### src/rtl/pte_chk_pkg.sv
package pte_chk_pkg;
  localparam int unsigned PTE_W     = 64;
  localparam int unsigned B_VALID   = 0;
  localparam int unsigned B_CAN_R   = 1;
  localparam int unsigned B_CAN_W   = 2;
  localparam int unsigned B_CAN_X   = 3;
  localparam int unsigned B_USER    = 4;
  localparam int unsigned B_DID_R   = 5;
  localparam int unsigned B_DID_W   = 6;
  localparam int unsigned B_DID_X   = 7;
  localparam int unsigned B_TYPE_LO = 8;
  localparam int unsigned B_RSV_LO  = 10;
  localparam int unsigned CAUSE_W   = 3;

  typedef enum logic [1:0] {
    ACC_READ  = 2'd0,
    ACC_WRITE = 2'd1,
    ACC_FETCH = 2'd2,
    ACC_BAD   = 2'd3
  } acc_e;

  typedef enum logic [1:0] {
    MT_RAM  = 2'd0,
    MT_FB   = 2'd1,
    MT_MMIO = 2'd2,
    MT_PTAB = 2'd3
  } mtype_e;

  typedef enum logic [CAUSE_W-1:0] {
    FC_NONE  = 3'd0,
    FC_INVAL = 3'd1,
    FC_PRIV  = 3'd2,
    FC_PERM  = 3'd3,
    FC_MALF  = 3'd4
  } cause_e;

  typedef struct packed {
    logic       valid;
    logic [2:0] can;   // {x, w, r}
    logic       user;
    logic [2:0] did;   // {x, w, r}
    mtype_e     mtype;
    logic [1:0] rsv;
  } pte_flags_t;
endpackage

### src/rtl/pte_field_decode.sv
module pte_field_decode
  import pte_chk_pkg::*;
(
  input  logic [PTE_W-1:0] pte_i,
  output pte_flags_t       flags_o
);
  always_comb begin
    flags_o.valid = pte_i[B_VALID];
    flags_o.can   = {pte_i[B_CAN_X], pte_i[B_CAN_W], pte_i[B_CAN_R]};
    flags_o.user  = pte_i[B_USER];
    flags_o.did   = {pte_i[B_DID_X], pte_i[B_DID_W], pte_i[B_DID_R]};
    flags_o.mtype = mtype_e'(pte_i[B_TYPE_LO +: 2]);
    flags_o.rsv   = pte_i[B_RSV_LO +: 2];
  end
endmodule

### src/rtl/pte_rule_eval.sv
module pte_rule_eval
  import pte_chk_pkg::*;
(
  input  pte_flags_t flags_i,
  input  logic [1:0] kind_i,
  input  logic       user_i,
  output cause_e     cause_o,
  output logic [2:0] sel_o
);
  logic need_ok;
  logic exec_type_bad;

  always_comb begin
    sel_o = 3'b000;
    unique case (acc_e'(kind_i))
      ACC_READ:  sel_o = 3'b001;
      ACC_WRITE: sel_o = 3'b010;
      ACC_FETCH: sel_o = 3'b100;
      default:   sel_o = 3'b000;
    endcase
  end

  assign need_ok       = |(sel_o & flags_i.can);
  assign exec_type_bad = (acc_e'(kind_i) == ACC_FETCH) &&
                         (flags_i.mtype == MT_MMIO || flags_i.mtype == MT_PTAB);

  // fixed priority: invalid > malformed > privilege > fetch type > permission
  always_comb begin
    if (!flags_i.valid)                             cause_o = FC_INVAL;
    else if (|flags_i.rsv || kind_i == ACC_BAD)     cause_o = FC_MALF;
    else if (flags_i.user != user_i)                cause_o = FC_PRIV;
    else if (exec_type_bad)                         cause_o = FC_MALF;
    else if (!need_ok)                              cause_o = FC_PERM;
    else                                            cause_o = FC_NONE;
  end
endmodule

### src/rtl/pte_track_update.sv
module pte_track_update
  import pte_chk_pkg::*;
(
  input  logic [PTE_W-1:0] pte_i,
  input  logic [2:0]       sel_i,
  input  logic             allow_i,
  output logic [PTE_W-1:0] pte_o,
  output logic             wb_o
);
  logic [2:0] did_old;
  logic [2:0] did_new;

  assign did_old = {pte_i[B_DID_X], pte_i[B_DID_W], pte_i[B_DID_R]};
  assign did_new = allow_i ? (did_old | sel_i) : did_old;

  always_comb begin
    pte_o          = pte_i;
    pte_o[B_DID_R] = did_new[0];
    pte_o[B_DID_W] = did_new[1];
    pte_o[B_DID_X] = did_new[2];
  end

  assign wb_o = allow_i && |(sel_i & ~did_old);
endmodule

### src/rtl/pte_guard.sv
module pte_guard
  import pte_chk_pkg::*;
#(
  parameter bit REG_OUT = 1'b1
) (
  input  logic               clk_i,
  input  logic               rst_ni,
  input  logic [PTE_W-1:0]   pte_i,
  input  logic [1:0]         kind_i,
  input  logic               user_i,
  output logic               allow_o,
  output logic               fault_o,
  output logic [CAUSE_W-1:0] cause_o,
  output logic [PTE_W-1:0]   pte_o,
  output logic               wb_o,
  output logic [1:0]         type_o
);
  pte_flags_t       flags;
  cause_e           cause_c;
  logic [2:0]       sel;
  logic             allow_c;
  logic [PTE_W-1:0] pte_c;
  logic             wb_c;

  pte_field_decode u_dec (
    .pte_i   (pte_i),
    .flags_o (flags)
  );

  pte_rule_eval u_eval (
    .flags_i (flags),
    .kind_i  (kind_i),
    .user_i  (user_i),
    .cause_o (cause_c),
    .sel_o   (sel)
  );

  assign allow_c = (cause_c == FC_NONE);

  pte_track_update u_upd (
    .pte_i   (pte_i),
    .sel_i   (sel),
    .allow_i (allow_c),
    .pte_o   (pte_c),
    .wb_o    (wb_c)
  );

  generate
    if (REG_OUT) begin : g_reg
      always_ff @(posedge clk_i or negedge rst_ni) begin
        if (!rst_ni) begin
          allow_o <= 1'b0;
          fault_o <= 1'b0;
          cause_o <= '0;
          pte_o   <= '0;
          wb_o    <= 1'b0;
          type_o  <= '0;
        end else begin
          allow_o <= allow_c;
          fault_o <= !allow_c;
          cause_o <= cause_c;
          pte_o   <= pte_c;
          wb_o    <= wb_c;
          type_o  <= flags.mtype;
        end
      end
    end else begin : g_comb
      always_comb begin
        allow_o = rst_ni && allow_c;
        fault_o = rst_ni && !allow_c;
        cause_o = rst_ni ? cause_c : '0;
        pte_o   = rst_ni ? pte_c : '0;
        wb_o    = rst_ni && wb_c;
        type_o  = rst_ni ? flags.mtype : MT_RAM;
      end
    end
  endgenerate
endmodule

### config.mk
export PLATFORM = sky130hd
export DESIGN_NAME = pte_guard
export DESIGN_NICKNAME = d
export VERILOG_FILES = /design/src/rtl/pte_chk_pkg.sv /design/src/rtl/pte_field_decode.sv /design/src/rtl/pte_rule_eval.sv /design/src/rtl/pte_track_update.sv /design/src/rtl/pte_guard.sv
export SDC_FILE = /design/constraint.sdc
export NUM_CORES = 1
export LEC_CHECK = 0
export ABC_AREA = 1
export ABC_CLOCK_PERIOD_IN_PS = 800
export BUFFER_PORTS_ARGS = -buffer_cell sky130_fd_sc_hd__buf_2
export CAP_MARGIN = 10
export CORE_ASPECT_RATIO = 0.8
export CORE_MARGIN = 2
export CORE_UTILIZATION = 40
export DETAILED_ROUTE_END_ITERATION = 10
export PLACE_DENSITY = 0.81
export SETUP_SLACK_MARGIN = 0.2
export SLEW_MARGIN = 20
export SYNTH_ARGS = -nofsm -noshare
export SYNTH_HDL_FRONTEND = slang
export SYNTH_SLANG_ARGS = --single-unit
### constraint.sdc
create_clock -name clk_i -period 0.8 [get_ports clk_i]
set_input_delay 0.16 -clock clk_i [delete_from_list [all_inputs] [get_ports clk_i]]
set_output_delay 0.16 -clock clk_i [all_outputs]
set_load 0.02 [all_outputs]
==> metrics list, run 1 <==
* Max FO, Critical Path: 2
- Fraction of synthesized cell area taken by the top area cell type: 0.868
* Half-perimeter wire length of the detailed placement result: a little under 4 mm
* Final estimated routing congestion in global placement: around 0.71
- Violations in the final reports: negative setup slack
* Clock buffers created by TritonCTS: 9
- Measured along the x axis, the die boundary spans between 80 and 90 um.
- Dividing the final minimum period by the clock period gives 1.38.
* Number of vias per cell: 4.82
- The clock net in this run drives a total of 70 sinks.
- For the worst setup path, the data required time is around 0.64 ns.
- Seq. cell area: roughly 1800 um^2
* Total vias in the final route: 1978
* Result of the run: complete, but fails checks
* Total count of max-transition violations in the final report: 0
- The signal on the critical path passes through buf_6.
- Flops & latches, synth: 70
* Effective utilization at floorplan: 0.410
- Port Buffer Count: 140
- The filler cells instantiated in the layout total around 180.
- Final Util: 0.869
* Reported leakage power: about 2.2 nW
- Largest stage delay on the critical path: 0.44 ns
- Slowest stage cell on the critical path: sky130_fd_sc_hd__dfrtp_2
- The worst path in the final design needs a cycle of 1.10 ns, including I/O delays and setup.
- Remaining design rule violation count: 0
- Dividing total power by cell area gives a power density of 1920 nW/um^2.
- Post-synthesis net count: 190
* Final critical-path setup slack: -0.302 ns
* Kind of path behind the tightest hold check: input pin to flip-flop
* Multi-input logic area: approximately 270 um^2
* Max Cap Viol: 0
* IR drop worst, VDD: between 0.001 and 0.0015 V
* Arrival time at the worst endpoint: between 0.9 and 1 ns
- Among cell families on the critical path, the largest total delay comes from flip-flops.
* Relative area change from synthesis to final layout: 112%
* Detail-routed net length per standard cell: between 20 and 25 um
- Antenna-violating nets left: 0
* Number of hold violations in the final report: 0
- The worst setup path is launched from a flip-flop.
- The number of global-route vias before repair was between 2000 and 2500.
* Mean area per synthesized cell: approximately 17 um^2
* Overflow left after global routing: 0
- The first global-routing pass estimated between 10 and 15 mm of wire.
* Post-placement worst setup slack: -0.360 ns
- Synthesized area: 2020 um^2
- Summed over all instances, the cell type with the most area after synthesis is sky130_fd_sc_hd__dfrtp_1.
- Sum of buffers and inverters on the critical path: 1
- After detailed routing, the total wire length is 9.89 mm.
- 0 antenna diodes ended up in the layout.
* Proportion of synthesized chip area in sequential cells: 0.868
* Die H: between 60 and 70 um
- Before antenna repair, the detailed router went through 4 iterations.
- Clock-pin slew was measured on the worst setup and hold paths at approximately 0.080 ns.
- Setup violations remaining at the end of the flow were counted as 72.
- After the first detailed-routing iteration, the DRC count stood at 237.
- Measured against its own limit, the worst slew margin works out to 0.788.
- Standard-cell row count: 23
- Setup repair after global routing could not meet its margin everywhere.
- STA classifies the critical path endpoint as an output port.
* Num ports: between 100 and 150
- Category of the most critical setup path: flip-flop to output port
* H-tree levels: 3
* Layout cells sized above 1: 0.586
- The clock passes through at most 2 buffers.
* Die footprint: between 5000 and 6000 um^2
- Number of antenna violations at the first check in global routing: 0
- Least-Margin Pin Slew: 0.318 ns
- CTS root buf: sky130_fd_sc_hd__clkbuf_8
- Highest clock rate: around 910 MHz
* Number of nets in the layout: 412
* Maximum number of pins on one net before global-route repair: 43
* Unique cell type count in the Yosys netlist: 16
* CTS tree: yes
* Synthesis Warnings: 0
* Ranking of synthesized cells by area: sky130_fd_sc_hd__dfrtp_1, sky130_fd_sc_hd__inv_1, sky130_fd_sc_hd__nand2_1
- Core outline area: 4920 um^2
- Total routing resource utilization after global routing: 0.336
- Mapped Cells: roughly 120
## where the power goes
part           switching [mW]  internal (mW)  total, mW
Clock                    1.47           1.37       2.85
Sequential              0.131           3.72       3.85
Combinational           0.720          0.800       1.52
Total                    2.32           5.90       8.22
## area by class of cell
class	instances	area share
clock inverter	3	0.00409
tap	62	0.0181
clock buffer	13	0.0395
multi-input combinational	33	0.0620
sequential	70	0.410
inverter	16	0.0140
timing repair buffer	213	0.452
## cell families (layout without fill, tap and decap cells)
| kind of cell | count (synthesis) | count (layout) | share of synthesized area |
|---|---|---|---|
| AOI/OAI and AO/OA | 3 | 3 | 0.0130 |
| buffers and inverters | 18 | 245 | 0.0372 |
| DFF | 70 | 70 | 0.868 |
| and+or+nand+nor | 30 | 30 | 0.0813 |
## sequential cells by signal, indices dropped and copies added (netlist names)
signal   flops
pte_o       64
fault_o      1
wb_o         1
cause_o      3
allow_o      1
## cells in the mapped netlist
master,count
sky130_fd_sc_hd__inv_2,3
sky130_fd_sc_hd__inv_1,12
sky130_fd_sc_hd__nand3_2,2
sky130_fd_sc_hd__dfrtp_1,70
sky130_fd_sc_hd__nand2_1,12
sky130_fd_sc_hd__a221oi_1,1
sky130_fd_sc_hd__nand2_4,2
sky130_fd_sc_hd__buf_4,2
sky130_fd_sc_hd__nor2_4,1
sky130_fd_sc_hd__nor2_1,4
sky130_fd_sc_hd__clkinv_1,1
sky130_fd_sc_hd__o21ai_2,1
sky130_fd_sc_hd__a21oi_2,1
sky130_fd_sc_hd__nand3_1,5
sky130_fd_sc_hd__nor2_2,3
sky130_fd_sc_hd__nand2_2,1
## through the flow
stage | hold slack (ns) | TNS, ns | std cells | total power, mW | instance area (um^2)
finish | 0.0246 | -17.99 | 410 | 8.22 | 4280
global route | 0.000989 | -20.02 | 410 | 8.48 | 4280
CTS | -0.0395 | -15.45 | 407 | 7.83 | 4170
detailed placement | 0.168 | -2.44 | 332 | 4.72 | 2900
global placement | 0.158 | -2.13 | 332 | 4.69 | 2900
floorplan | -0.136 | -0.356 | 121 | 4.20 | 2030
## placed cells by master (no fill, tap or decap)
| cell type | netlist | routed |
|---|---|---|
| sky130_fd_sc_hd__dlygate4sd3_1 | 0 | 52 |
| sky130_fd_sc_hd__buf_4 | 2 | 12 |
| sky130_fd_sc_hd__clkbuf_16 | 0 | 1 |
| sky130_fd_sc_hd__nor2_1 | 4 | 3 |
| sky130_fd_sc_hd__nand2_4 | 2 | 2 |
| sky130_fd_sc_hd__inv_2 | 3 | 6 |
| sky130_fd_sc_hd__buf_8 | 0 | 2 |
| sky130_fd_sc_hd__inv_1 | 12 | 9 |
| sky130_fd_sc_hd__clkinv_2 | 0 | 2 |
| sky130_fd_sc_hd__buf_6 | 0 | 74 |
| sky130_fd_sc_hd__nand3_2 | 2 | 7 |
| sky130_fd_sc_hd__nand2_2 | 1 | 10 |
| sky130_fd_sc_hd__dlymetal6s4s_1 | 0 | 6 |
| sky130_fd_sc_hd__clkbuf_1 | 0 | 1 |
| sky130_fd_sc_hd__nand2_1 | 12 | 3 |
| sky130_fd_sc_hd__o21ai_4 | 0 | 1 |
| sky130_fd_sc_hd__nor2_2 | 3 | 2 |
| sky130_fd_sc_hd__clkinv_1 | 1 | 1 |
| sky130_fd_sc_hd__buf_12 | 0 | 2 |
| sky130_fd_sc_hd__clkinvlp_4 | 0 | 1 |
| sky130_fd_sc_hd__dfrtp_1 | 70 | 68 |
| sky130_fd_sc_hd__clkbuf_8 | 0 | 12 |
| sky130_fd_sc_hd__a21oi_4 | 0 | 1 |
| sky130_fd_sc_hd__nor2_4 | 1 | 3 |
| sky130_fd_sc_hd__buf_2 | 0 | 64 |
| sky130_fd_sc_hd__a221oi_1 | 1 | 1 |
| sky130_fd_sc_hd__dfrtp_2 | 0 | 2 |
## worst paths after layout
path,slack [ns],endpoint,cells past startpoint,start
max,-0.30,pte_o[8],1,pte_o[8]
min,0.02,pte_o[2],2,pte_i[2]
max in group asynchronous,0.22,pte_o[9],3,rst_ni
min in group asynchronous,0.40,pte_o[30],3,rst_ni
## repair_timing
item / in CTS / in global routing
resized for setup: 159 / 19
endpoints found under the hold margin: 127 / 1
setup buffers: 2 / 1
cloned: 0 / 1
endpoints found under the setup margin: 79 / 122
hold buffers: 57 / 1
pin swaps: 11 / 13
## per-layer routing
layer / track usage / wire length (um) / vias to the layer above
met2: 0.546 / 4930 / 113
met3: 0.115 / 733 / 23
met1: 0.427 / 4000 / 1036
met5: 0 / 0 / -
li1: - / - / 806
met4: 0.129 / 227 / 0
Note: power is estimated with default switching activity, not from simulation.
==> run 2, diff against run 1 <==
Settings changed: CORE_UTILIZATION 40 to 44, MAX_ROUTING_LAYER from default to met4, PLACE_DENSITY 0.81 to 0.82, SYNTH_HIERARCHICAL from default to 1.
==> metrics list, run 2 <==
* Result of the run: complete, but fails checks
* Violations in the final reports: negative setup slack
* Final min period: approximately 1.1 ns
* Area of all placed cells without fillers: about 4400 um^2
- The analysis attributes to cell leakage a power of approximately 2.2 nW.
- Iteration-0 DRC Markers: 30
* Iteration count of the initial detailed-routing pass: 4
- CP delay by family, top: flip-flops
- Total routing resource utilization after global routing: 0.224
* Global-route met3 utilization: 0.0853
- CTS clk-pin slew, worst paths: around 0.080 ns
- Number of vias per cell: about 4.2
- After the last flow step, the layout net total stands at roughly 420.
- Antenna-violating nets left: 0
- VDD sags by at most roughly 0.0013 V.
- Detail-routed net length per standard cell: 16.3 um
* Kind of path behind the tightest hold check: input pin to flip-flop
- Sum of routed wire length over all layers: 7.06 mm
- Top register by number of flip-flops: pte_o
- Max Cap Viol: 0
- When the netlist entered floorplanning its net count stood at between 200 and 300.
- Startpoint type of the worst setup path: flip-flop
* Number of hold violations in the final report: 0
- Core outline area: roughly 5500 um^2
- Clock buffers created by TritonCTS: 9
- Final estimated routing congestion in global placement: about 0.65
* Half-perimeter wire length of the detailed placement result: ~3.6 mm
- Overflow left after global routing: 0
* Number of antenna violations at the first check in global routing: 1
- From bottom edge to top edge, the die measures ~72 um.
- The number of max-slew violations in the final report was 0.
- Synthesis Warnings: 6
- Arrival time at the worst endpoint: ~0.90 ns
- Largest registers: pte_o: 64 flops, cause_o: 3 flops, type_o: 2 flops
- Setup repair after global routing could not meet its margin everywhere.
- Grt met1 use: 0.227
- Clock tree synthesis selected as its root buffer the cell sky130_fd_sc_hd__clkbuf_8.
- Remaining design rule violation count: 0
* Mapped Cells: 191
* Busiest metal layer after global routing: met2
- Sum Neg Setup Slack: -15.56 ns
- Leading cell type in the layout, fill and taps excluded: sky130_fd_sc_hd__buf_6
* Count of endpoints failing setup in the final report: 78
- Maximum number of pins on one net before global-route repair: between 40 and 50
- Once placement finished, the instance area stood at between 2000 and 3000 um^2.
* Port Buffer Count: between 100 and 150
- Commonest non-fill, non-tap cells in the layout: sky130_fd_sc_hd__buf_6, sky130_fd_sc_hd__dfrtp_1, sky130_fd_sc_hd__buf_2, sky130_fd_sc_hd__dlygate4sd3_1, sky130_fd_sc_hd__buf_4
- The H-tree generated during clock tree synthesis spans 3 levels.
- Traced cell by cell, the critical path runs through buf_6.
- The die covers between 6000 and 7000 um^2.
- Final worst path period share: 1.32
- Wire length of the first global-routing pass: 9.83 mm
* Category of the most critical setup path: flip-flop to output port
* Mean area per synthesized cell: 13.3 um^2
* Final critical-path setup slack: -0.258 ns
- Die span in x: about 90 um
- Among all stages on the critical path, the largest delay is contributed by sky130_fd_sc_hd__dfrtp_1.
- Num ports: 141
* Via count of the first global-routing pass: around 1900
* Synthesized area: approximately 2500 um^2
- Worst setup EP type: output port
- Relative area change from synthesis to final layout: 72.0%
- Ratio of total power to cell area: ~1800 nW/um^2
* Number of buffers between clock root and the deepest sink: 2
- For the worst setup path, the data required time is ~0.64 ns.
- Total vias in the final route: 1816
- Worst slew margin: 0.863
* Highest clock rate: around 950 MHz
* Number of clock sinks seen by CTS: 72
- The number of buffers and inverters on the critical path is 1.
* Met2 track demand over resource in global routing: 0.403
* Standard-cell row count: 24
- Effective utilization at floorplan: 0.462
* CTS tree: yes
- Number of flip-flops in the largest register: 64
- For the pin with the worst max-slew slack, the measured transition is 0.205 ns.
- Layout cells sized above 1: 0.572
* Max FO, Critical Path: 1
- The largest single stage delay on the critical path is roughly 0.41 ns.
-- run 2: cell types whose count changed in the layout (fill, tap and decap cells not counted), sizes merged, moves of 2 or more --
cell,previous run,this run
clkbuf,14,11
dlymetal6s4s,6,1
dlygate4sd3,52,56
buf,154,158
dfrtp,70,72
nand2,15,19
-- run 2: path summary, 6_finish.rpt --
kind	endpoint	cells after the start	from	slack, ns
worst max-delay path	pte_o[20]	1	pte_o[20]	-0.26
worst min-delay path	pte_o[11]	2	pte_i[11]	0.04
max in group asynchronous	pte_o[6]	3	rst_ni	0.25
min in group asynchronous	pte_o[17]	3	rst_ni	0.36
-- run 2: metal layers --
layer  share of wire  wire [um]  up-vias
met4           0.017        122        0
met3           0.083        587       12
met1            0.35       2470      894
met5               0          0        -
met2            0.55       3870       93
li1                -          -      817
-- run 2: cell type report --
cell class,count,area (um^2)
antenna,1,2.50
clock buffer,10,138
clock inverter,6,43.8
fill,312,1130
inverter,13,51.3
multi-input combinational,36,267
sequential,72,1800
tap,78,97.6
timing repair buffer,216,1960
-- run 2: what timing repair did --
item                                    in CTS  in global routing
endpoints found under the setup margin      80                117
pin swaps                                   15                 13
hold endpoints to repair                   130                  0
gates cloned                                 0                  1
buffers inserted                             2                  4
hold buffers                                57                  0
resized for setup                          160                 21
-- run 2: stage by stage --
stage	instances	power, mW	utilization	setup slack (ns)	hold WS [ns]
after floorplan	191	4.55	-	-0.206	-0.136
final	432	8.00	0.794	-0.258	0.0360
after CTS	426	7.94	0.770	-0.251	-0.00203
after global routing	432	8.35	0.794	-0.305	0.0280
after global placement	351	4.81	0.539	-0.399	0.172
after detailed placement	351	4.83	0.539	-0.476	0.173
-- run 2: report_power, final --
part / internal [mW] / leakage (nW) / switching [mW] / total (mW)
Sequential: 3.83 / 0.843 / 0.102 / 3.93
Clock: 1.22 / 0.0926 / 1.38 / 2.60
Combinational: 0.823 / 1.24 / 0.654 / 1.48
Total: 5.87 / 2.18 / 2.13 / 8.00
==> run 3, diff against run 2 <==
Settings changed: CORE_MARGIN 2 to default.
==> metrics list, run 3 (synthesized netlist as in run 2, its figures left out) <==
- Largest registers: pte_o: 64 flops, cause_o: 3 flops, type_o: 2 flops
- Detail-routed net length per standard cell: about 15 um
- Category of the most critical setup path: flip-flop to output port
- The path with the worst hold slack has its endpoint at pte_o[11].
- Entering global routing, the biggest net connects 40 pins.
- The worst-case IR drop observed on VDD is approximately 0.0013 V.
- In this run the tightest slew margin relative to its limit is 0.835.
* Iteration count of the initial detailed-routing pass: 4
* Least-Margin Pin Slew: 0.246 ns
- Remaining design rule violation count: 0
- Total count of max-transition violations in the final report: 0
- Commonest non-fill, non-tap cells in the layout: sky130_fd_sc_hd__buf_6, sky130_fd_sc_hd__dfrtp_1, sky130_fd_sc_hd__buf_2, sky130_fd_sc_hd__dlygate4sd3_1, sky130_fd_sc_hd__buf_4
- CTS saw 72 sinks.
* Via count of the first global-routing pass: just over 2000
- Largest stage delay on the critical path: around 0.4 ns
* Highest clock rate: between 900 and 1000 MHz
* Port Buffer Count: between 100 and 150
* Total routing resource utilization after global routing: 0.237
* Violations in the final reports: negative setup slack
- Sum Neg Setup Slack: -15.43 ns
- H-tree levels: 3
* Die span in x: slightly below 90 um
* Max Cap Viol: 0
- Final estimated routing congestion in global placement: 0.681
- Clock tree synthesis inserted a total of 9 buffers.
* CTS clk-pin slew, worst paths: approximately 0.080 ns
- The floorplan has 24 rows.
- Final worst path period share: 1.31
- Die footprint: slightly above 6000 um^2
- Together, buffers and inverters on the worst path number 1.
* Max FO, Critical Path: 1
* Sum of routed wire length over all layers: ~6.7 mm
* Antenna-violating nets left: 0
- For this design the ratio of total power to cell area is ~1900 nW/um^2.
- Core outline area: 5500 um^2
- Iteration-0 DRC Markers: 34
- The cell family contributing the most delay on the critical path is flip-flops.
- The register with the most flip-flops in the layout has 64 of them.
- Total vias in the final route: 1817
- Num ports: between 100 and 150
* Unrepaired setup endpoints after global routing: yes
* Number of hold violations in the final report: 0
- Final critical-path setup slack: -0.244 ns
- Number of antenna violations at the first check in global routing: 0
- TritonCTS built the clock tree.
- Reported leakage power: roughly 2.2 nW
* Number of nets in the layout: 415
- The min-delay analysis places its worst path in the category input pin to flip-flop.
- The routed design could run at a clock period as short as between 1 and 1.5 ns.
- The worst setup path is captured at an output port.
- Number of buffers between clock root and the deepest sink: 2
- Setup violations remaining at the end of the flow were counted as 77.
- At the worst endpoint, the required time is between 0.6 and 0.7 ns.
- Cells traversed along the worst timing path: buf_6
- Global routing finished with a remaining overflow of 0.
- Result of the run: complete, but fails checks
* Die H: roughly 70 um
- For this configuration, the core starts out at a cell density of 0.462.
- Data arrives at the worst endpoint at between 0.8 and 0.9 ns.
* Leading cell type in the layout, fill and taps excluded: sky130_fd_sc_hd__buf_6
- Wire length of the first global-routing pass: 10.1 mm
- Number of vias per cell: 4.23
- In this run the most critical hold path is launched from pte_i[11].
- Top register by number of flip-flops: pte_o
* Startpoint type of the worst setup path: flip-flop
* Worst hold stages: 2
* Slowest stage cell on the critical path: sky130_fd_sc_hd__dfrtp_1
- Summing internal, switching and leakage power gives around 8.5 mW.
- Relative to the synthesized area, the layout overhead comes to 72.4%.
* Half-perimeter wire length of the detailed placement result: 3.38 mm
- CTS root buf: sky130_fd_sc_hd__clkbuf_8
* Layout cells sized above 1: 0.561
-- run 3: area by class of cell --
cell class,count,area [um^2]
Clock buffer,10,128
Clock inverter,6,92.6
Antenna cell,1,2.50
Sequential cell,72,1800
Multi-Input combinational cell,36,259
Inverter,13,51.3
Fill cell,304,1120
Timing Repair Buffer,214,1940
Tap cell,78,97.6
-- run 3: how the worst max path moves through the flow --
stage	startpoint	cells past startpoint	endpoint	slack, ns
6_report	pte_o[22]	1	pte_o[22]	-0.24
2_1_floorplan	pte_i[4]	10	pte_o[6]	-0.21
4_1_cts	pte_o[56]	1	pte_o[56]	-0.24
3_5_place_dp	kind_i[1]	12	pte_o[6]	-0.48
3_3_place_gp	kind_i[1]	12	pte_o[6]	-0.40
5_1_grt	pte_o[22]	1	pte_o[22]	-0.27
-- run 3: layer usage --
metal | part of all wire | global-route usage
met1 | 0.35 | 0.241
met2 | 0.53 | 0.415
met3 | 0.084 | 0.0816
met4 | 0.028 | 0.0981
met5 | 0 | -
-- run 3: repair_timing --
item,in CTS,in global routing
pin swaps,13,8
setup buffers,3,2
endpoints found under the setup margin,81,84
hold buffers,58,0
resized for setup,165,16
endpoints found under the hold margin,130,0
-- run 3: metrics by stage --
| step | hold WS (ns) | instance area [um^2] | std cells | worst slack [ns] | utilization |
|---|---|---|---|---|---|
| 2_1_floorplan | -0.136 | 2590 | 191 | -0.206 | - |
| 5_1_grt | 0.0271 | 4370 | 429 | -0.273 | 0.796 |
| 3_5_place_dp | 0.146 | 2960 | 350 | -0.482 | 0.538 |
| 3_3_place_gp | 0.140 | 2960 | 350 | -0.399 | 0.538 |
| 4_1_cts | 0.00512 | 4300 | 427 | -0.243 | 0.782 |
| 6_report | 0.0381 | 4370 | 430 | -0.244 | 0.796 |
-- run 3: power breakdown --
| part | switching [mW] | internal, mW |
|---|---|---|
| Clock | 1.36 | 1.77 |
| Combinational | 0.646 | 0.811 |
| Sequential | 0.101 | 3.83 |
| Total | 2.11 | 6.41 |
